**src/rtl/usart_cfg_pkg.sv**
```systemverilog
package usart_cfg_pkg;

  typedef enum logic [1:0] {
    SEQ_MODE  = 2'd0,
    SEQ_SYNC1 = 2'd1,
    SEQ_SYNC2 = 2'd2,
    SEQ_CMD   = 2'd3
  } seq_e;

  typedef struct packed {
    logic modeWr;
    logic sync1Wr;
    logic sync2Wr;
    logic cmdWr;
    logic dataWr;
    logic dataRd;
    logic txLoad;
    logic txResume;
    logic txArm;
    logic txHalt;
    logic errClr;
  } strobe_t;

  localparam int CMD_TXEN = 0;
  localparam int CMD_RXE  = 2;
  localparam int CMD_SBRK = 3;
  localparam int CMD_ER   = 4;
  localparam int CMD_IR   = 6;
  localparam int MIN_CHAR = 5;

endpackage

```
**src/rtl/usart_cfg_ctrl.sv**
```systemverilog
module usart_cfg_ctrl
  import usart_cfg_pkg::*;
(
  input  logic    clk,
  input  logic    rstN,
  input  logic    busWrEn,
  input  logic    busRdEn,
  input  logic    busAddr,
  input  logic    wrTxEn,
  input  logic    wrErrRst,
  input  logic    wrIntRst,
  input  logic    wrSyncSel,
  input  logic    txEmpty,
  output strobe_t strb
);

  seq_e seqState, seqNext;
  logic ctlWr, dataWr;

  assign ctlWr  = busWrEn & busAddr;
  assign dataWr = busWrEn & ~busAddr;

  always_comb begin
    strb          = '0;
    strb.modeWr   = ctlWr & (seqState == SEQ_MODE);
    strb.sync1Wr  = ctlWr & (seqState == SEQ_SYNC1);
    strb.sync2Wr  = ctlWr & (seqState == SEQ_SYNC2);
    strb.cmdWr    = ctlWr & (seqState == SEQ_CMD);
    strb.dataWr   = dataWr;
    strb.dataRd   = busRdEn & ~busAddr;
    strb.txLoad   = dataWr & (seqState == SEQ_CMD) & cmdTxEnQ;
    strb.txResume = strb.cmdWr & wrTxEn & ~txEmpty;
    strb.txArm    = strb.cmdWr & wrTxEn & txEmpty;
    strb.txHalt   = strb.cmdWr & ~wrTxEn;
    strb.errClr   = strb.cmdWr & wrErrRst;
  end

  // local copy of the transmit-enable command bit
  logic cmdTxEnQ;
  always_ff @(posedge clk) begin
    if (!rstN)           cmdTxEnQ <= 1'b0;
    else if (strb.cmdWr) cmdTxEnQ <= wrTxEn;
  end

  always_comb begin
    seqNext = seqState;
    unique case (seqState)
      SEQ_MODE:  if (ctlWr) seqNext = wrSyncSel ? SEQ_SYNC1 : SEQ_CMD;
      SEQ_SYNC1: if (ctlWr) seqNext = SEQ_SYNC2;
      SEQ_SYNC2: if (ctlWr) seqNext = SEQ_CMD;
      SEQ_CMD:   if (ctlWr && wrIntRst) seqNext = SEQ_MODE;
      default:   seqNext = SEQ_MODE;
    endcase
  end

  always_ff @(posedge clk) begin
    if (!rstN) seqState <= SEQ_MODE;
    else       seqState <= seqNext;
  end

  a_r2_async_to_cmd: assert property (@(posedge clk) disable iff (!rstN)
    (strb.modeWr && !wrSyncSel) |=> (seqState == SEQ_CMD));
  a_r2_sync_chain: assert property (@(posedge clk) disable iff (!rstN)
    strb.sync1Wr |=> (seqState == SEQ_SYNC2));
  a_r4_ir_to_mode: assert property (@(posedge clk) disable iff (!rstN)
    (strb.cmdWr && wrIntRst) |=> (seqState == SEQ_MODE));
  a_r6_one_role: assert property (@(posedge clk) disable iff (!rstN)
    $onehot0({strb.modeWr, strb.sync1Wr, strb.sync2Wr, strb.cmdWr, strb.dataWr}));

endmodule

```
**src/rtl/usart_cfg_dp.sv**
```systemverilog
module usart_cfg_dp
  import usart_cfg_pkg::*;
#(
  parameter int DATA_W = 8
) (
  input  logic              clk,
  input  logic              rstN,
  input  strobe_t           strb,
  input  logic              busAddr,
  input  logic [DATA_W-1:0] busWrData,
  output logic [DATA_W-1:0] busRdData,
  output logic [DATA_W-1:0] modeWord,
  output logic [DATA_W-1:0] syncWord1,
  output logic [DATA_W-1:0] syncWord2,
  output logic [DATA_W-1:0] cmdWord,
  output logic [DATA_W-1:0] txData,
  output logic              txStart,
  output logic              txAbort,
  output logic              txIrq,
  output logic              txEmpty,
  input  logic              txDone,
  input  logic              rxValid,
  input  logic [DATA_W-1:0] rxData,
  input  logic              rxParityErr,
  input  logic              rxFrameErr
);

  localparam int STAT_PAD = DATA_W - 6;

  logic [DATA_W-1:0] charMask, rxBuf, statusByte;
  logic [1:0]        lenSel;
  logic              txRdy, rxRdy, perr, oerr, ferr;

  assign lenSel   = modeWord[3:2];
  assign charMask = DATA_W'((64'd1 << (MIN_CHAR + int'(lenSel))) - 64'd1);

  always_ff @(posedge clk) begin
    if (!rstN) begin
      modeWord  <= '0;
      syncWord1 <= '0;
      syncWord2 <= '0;
      cmdWord   <= '0;
      txData    <= '0;
    end else begin
      if (strb.modeWr)  modeWord  <= busWrData;
      if (strb.sync1Wr) syncWord1 <= busWrData;
      if (strb.sync2Wr) syncWord2 <= busWrData;
      if (strb.cmdWr)   cmdWord   <= busWrData;
      if (strb.dataWr)  txData    <= busWrData & charMask;
    end
  end

  always_ff @(posedge clk) begin
    if (!rstN) begin
      txRdy   <= 1'b0;
      txEmpty <= 1'b1;
      txStart <= 1'b0;
      txAbort <= 1'b0;
      txIrq   <= 1'b0;
    end else begin
      txStart <= strb.txLoad | strb.txResume;
      txAbort <= strb.txHalt & ~txEmpty;
      txIrq   <= strb.txArm;
      if (strb.txLoad)                txRdy <= 1'b0;
      else if (strb.txHalt)           txRdy <= 1'b0;
      else if (strb.txArm || txDone)  txRdy <= 1'b1;
      if (strb.txLoad)                txEmpty <= 1'b0;
      else if (txDone)                txEmpty <= 1'b1;
    end
  end

  always_ff @(posedge clk) begin
    if (!rstN) begin
      rxBuf <= '0;
      rxRdy <= 1'b0;
      perr  <= 1'b0;
      oerr  <= 1'b0;
      ferr  <= 1'b0;
    end else begin
      if (rxValid) rxBuf <= rxData;
      if (rxValid)          rxRdy <= 1'b1;
      else if (strb.dataRd) rxRdy <= 1'b0;
      if (rxValid && rxParityErr) perr <= 1'b1;
      else if (strb.errClr)       perr <= 1'b0;
      if (rxValid && rxFrameErr)  ferr <= 1'b1;
      else if (strb.errClr)       ferr <= 1'b0;
      if (rxValid && rxRdy && !strb.dataRd) oerr <= 1'b1;
      else if (strb.errClr)                 oerr <= 1'b0;
    end
  end

  assign statusByte = {{STAT_PAD{1'b0}}, ferr, oerr, perr, txEmpty, rxRdy, txRdy};
  assign busRdData  = busAddr ? statusByte : rxBuf;

  a_r6_load_clears: assert property (@(posedge clk) disable iff (!rstN)
    strb.txLoad |=> (!txEmpty && !txRdy && txStart));
  a_r9_done_sets: assert property (@(posedge clk) disable iff (!rstN)
    (txDone && !strb.txLoad) |=> txEmpty);
  a_r8_halt_clears: assert property (@(posedge clk) disable iff (!rstN)
    strb.txHalt |=> !txRdy);
  a_r11_read_clears: assert property (@(posedge clk) disable iff (!rstN)
    (strb.dataRd && !rxValid) |=> !rxRdy);
  a_r10_overrun: assert property (@(posedge clk) disable iff (!rstN)
    (rxValid && rxRdy && !strb.dataRd) |=> oerr);
  a_r5_err_clear: assert property (@(posedge clk) disable iff (!rstN)
    (strb.errClr && !rxValid) |=> (!perr && !oerr && !ferr));
  a_r3_masked: assert property (@(posedge clk) disable iff (!rstN)
    strb.dataWr |=> ((txData & ~charMask) == '0));

endmodule

```
**src/rtl/usart_cfg_seq.sv**
```systemverilog
module usart_cfg_seq
  import usart_cfg_pkg::*;
#(
  parameter int DATA_W = 8
) (
  input  logic              clk,
  input  logic              rstN,
  input  logic              busWrEn,
  input  logic              busRdEn,
  input  logic              busAddr,
  input  logic [DATA_W-1:0] busWrData,
  output logic [DATA_W-1:0] busRdData,
  output logic [DATA_W-1:0] modeWord,
  output logic [DATA_W-1:0] syncWord1,
  output logic [DATA_W-1:0] syncWord2,
  output logic [DATA_W-1:0] cmdWord,
  output logic [DATA_W-1:0] txData,
  output logic              txStart,
  output logic              txAbort,
  output logic              txIrq,
  input  logic              txDone,
  output logic              rxEnable,
  output logic              sendBreak,
  input  logic              rxValid,
  input  logic [DATA_W-1:0] rxData,
  input  logic              rxParityErr,
  input  logic              rxFrameErr
);

  strobe_t strb;
  logic    txEmpty;

  usart_cfg_ctrl u_ctrl (
    .clk       (clk),
    .rstN      (rstN),
    .busWrEn   (busWrEn),
    .busRdEn   (busRdEn),
    .busAddr   (busAddr),
    .wrTxEn    (busWrData[CMD_TXEN]),
    .wrErrRst  (busWrData[CMD_ER]),
    .wrIntRst  (busWrData[CMD_IR]),
    .wrSyncSel (busWrData[1:0] == 2'b00),
    .txEmpty   (txEmpty),
    .strb      (strb)
  );

  usart_cfg_dp #(.DATA_W(DATA_W)) u_dp (
    .clk         (clk),
    .rstN        (rstN),
    .strb        (strb),
    .busAddr     (busAddr),
    .busWrData   (busWrData),
    .busRdData   (busRdData),
    .modeWord    (modeWord),
    .syncWord1   (syncWord1),
    .syncWord2   (syncWord2),
    .cmdWord     (cmdWord),
    .txData      (txData),
    .txStart     (txStart),
    .txAbort     (txAbort),
    .txIrq       (txIrq),
    .txEmpty     (txEmpty),
    .txDone      (txDone),
    .rxValid     (rxValid),
    .rxData      (rxData),
    .rxParityErr (rxParityErr),
    .rxFrameErr  (rxFrameErr)
  );

  assign rxEnable  = cmdWord[CMD_RXE];
  assign sendBreak = cmdWord[CMD_SBRK];

  a_r12_levels: assert property (@(posedge clk) disable iff (!rstN)
    (strb.cmdWr) |=> (rxEnable == $past(busWrData[CMD_RXE]) &&
                      sendBreak == $past(busWrData[CMD_SBRK])));

endmodule

```
**config.mk**
```make
export PLATFORM = sky130hd
export DESIGN_NAME = usart_cfg_seq
export DESIGN_NICKNAME = d
export VERILOG_FILES = /design/src/rtl/usart_cfg_pkg.sv /design/src/rtl/usart_cfg_ctrl.sv /design/src/rtl/usart_cfg_dp.sv /design/src/rtl/usart_cfg_seq.sv
export SDC_FILE = /design/constraint.sdc
export NUM_CORES = 1
export LEC_CHECK = 0
export BUFFER_PORTS_ARGS = -buffer_cell sky130_fd_sc_hd__clkbuf_2
export CORE_AREA = 10 10 73 99
export CTS_BUF_LIST = sky130_fd_sc_hd__clkbuf_16
export CTS_CLUSTER_DIAMETER = 80
export CTS_CLUSTER_SIZE = 20
export DETAILED_ROUTE_END_ITERATION = 10
export DIE_AREA = 0 0 83 109
export PLACE_DENSITY = 0.73
export SETUP_SLACK_MARGIN = 0.02
export SYNTH_ARGS = -nofsm -noshare
export SYNTH_HDL_FRONTEND = slang
export SYNTH_SLANG_ARGS = --single-unit
```
**constraint.sdc**
```tcl
create_clock -name clk -period 1.39 [get_ports clk]
set_input_delay 0.3475 -clock clk [delete_from_list [all_inputs] [get_ports clk]]
set_output_delay 0.3475 -clock clk [all_outputs]
set_load 0.01 [all_outputs]
```
==> results.cfg <==
[routing]
via_count = 2035
viasPerCell = 4.99
met3WireLength_um = 359
dr.pass1.iters = 4
wl_met1_mm = 2.71
detail-route-antenna-nets = 0
drt-initial-drc-count = 112
post_drt_wl_per_cell_um = 16.4
wl_mm = 6.69
wl_met2_mm = 3.46
remaining_drc_errors = 0
highest_layer = met4

[cts]
hold_buffers = 0
h-tree-depth = 3
clk_path_buf_depth = 2
root_buffer = clkbuf_16
cts_made_buffers = 9
clk_pin_slew_ns = 0.04
cts_tree = done
clock-sinks = 59
clock_latency_ns = 0.32

[grt]
grt_max_degree = 27
grt_pass1_wl_mm = 10.3
antenna_found_initial = 0
grt_remaining_overflow = 0
grt_usage_pct = 14.2
grt_pass1_vias = 2057

[layout]
layout_common_cells = clkbuf_2 (71), dfxtp_1 (48), nor2_1 (36)
drive_gt1_share_pct = 37.9
fin_area_um2 = 3270
fillerInstances = 496
areaGrowthSynthToFinish_pct = 38.5
diodes = 0
num-nets-final = 366
final_common_cell = clkbuf_2

[die]
rows = 32
initial_core_util_pct = 43.4
die_x_um = 83
die_h_um = 109
core_um2 = 5450
die_area_um2 = 9050
io_pins = 78

[yosys]
synthTopCellsByArea = dfxtp_1 (50%), mux2i_1 (15%), nor2_1 (5.7%)
synth.distinct_cells = 32
synth-xor-area-share_pct = 0
synth_area_per_cell_um2 = 9.52
yosys.area.top_type = dfxtp_1
synthArstFlopShare_pct = 0
ys.flop_type = dfxtp_1
syn_inst = 248
synth_seq_area_share_pct = 50.0
synth-compound-area-share_pct = 7.37
synth-seq-cells = 59
yosysWarnings = 0
synth_edf_count = 0
synth_top_family_by_area = multiplexers
synth_mux_area_share_pct = 17.7
yosys.area.top_type_share_pct = 50.0
synth_adder_area_share_pct = 3.18
synth-simple-area-share_pct = 16.5
synth_area_um2 = 2360

[timing]
fin_ws_ns = 0.0153
rsz0062_at_grt = yes
setup_viol = 0
slew_violations = 0
finalCritPeriodShare_pct = 98.9
clock_skew_ns = 0.00314
max_freq_ghz = 0.727
holdWs_ns = 0.268
min_period_ns = 1.37
finalHoldViolations = 0

[placement]
hpwl_mm = 5.09
dpl_cell_area_um2 = 2910
port_buffers = 77
globalplace.congestion = 0.810
pre_cts_ws_ns = -0.162

[setup_path]
worst-r2r-setup-slack_ns = 0.09
critical_path_class = reg2out
cp-start-kind = flop
cp.required_ns = 1.04
arrival_ns = 1.03
worstSetupEndpointType = output port
cp_max_fo = 2

[hold_path]
worstHoldPathType = in2reg

[pwr]
leakage_uw = 0.00164
vdd_drop_max_v = 0.000779
powerDensity_nw_per_um2 = 1410

[outcome]
status = finished, final reports clean

[job]
max_cap_violations = 0
per-layer routing:
layer | vias up | GRT usage, %
li1 | 1012 | -
met1 | 953 | 14.4
met2 | 57 | 25.6
met3 | 13 | 4.48
met4 | 0 | 8.05
met5 | - | 0
metrics by stage:
step	TNS [ns]	std cells	power [uW]	util (%)
floorplan	0	249	2410	-
global placement	-1.70	391	2690	53.4
detailed placement	-2.66	391	2720	53.4
CTS	-0.00166	408	4610	59.0
global route	-0.0384	408	4830	60.1
finish	0	408	4620	60.1
final cells by class:
type	instances	area (um2)	share of cell area, %
Clock buffer	9	225	6.89
Inverter	6	22.5	0.689
Sequential cell	59	1200	36.6
Clock inverter	7	28.8	0.880
Multi-Input combinational cell	167	1110	33.9
Timing Repair Buffer	92	604	18.5
Tap cell	68	85.1	2.60
critical path, cell delays in order, from the launching register on:
cell and delay, ns:
dfxtp_4 0.33, mux2_4 0.26, buf_6 0.12
registers in the layout, summed over array words and instances, names as in the netlist:
signal           flops
u_ctrl.seqState      2
u_dp.syncWord1       8
u_dp.txStart         1
u_dp.txData          8
u_dp.oerr            1
u_dp.rxRdy           1
u_dp.modeWord        8
u_dp.txAbort         1
u_dp.txIrq           1
u_dp.syncWord2       8
u_dp.txEmpty         1
u_dp.perr            1
u_dp.rxBuf           8
u_dp.txRdy           1
u_dp.cmdWord         8
u_dp.ferr            1
logic make-up after synthesis:
kind of cell	after synthesis
simple gates	88
flops	59
mux	41
compound gates	30
buf+inv	23
fa+ha+maj	6
other cells	1
worst paths after layout:
path	startpoint	endpoint	cells past startpoint
hold / removal	txDone	u_dp.txEmpty	3
setup / recovery	u_dp.txEmpty	busRdData[2]	2
setup reg to reg	u_ctrl.seqState[0]	u_ctrl.seqState[0]	5
hold reg to reg	u_dp.txData[5]	u_dp.txData[5]	2
cells in the mapped netlist, types with 2 or more instances:
master,number
ha_1,6
nand3_1,5
buf_2,6
a21oi_1,17
a22oi_1,2
mux2i_1,35
a311oi_1,2
inv_1,5
nor2_1,36
nand3_2,3
dfxtp_1,59
clkbuf_1,5
mux2_2,6
o21ai_0,3
nand4_1,2
nor2b_1,3
nand2_1,32
nand2b_1,2
o22ai_1,2
buf_4,5
power breakdown:
group	internal, uW	switching (uW)
registers	1810	79.4
clock network	1160	695
logic	414	459
total	3390	1230
timing repair:
action / 4_1_cts / 5_1_grt
endpoints found under the setup margin: 9 / 12
gates resized for setup: 16 / 18
pin swaps: 1 / 2
setup buffers: 1 / 0
Note: power is estimated with default switching activity, not from simulation.
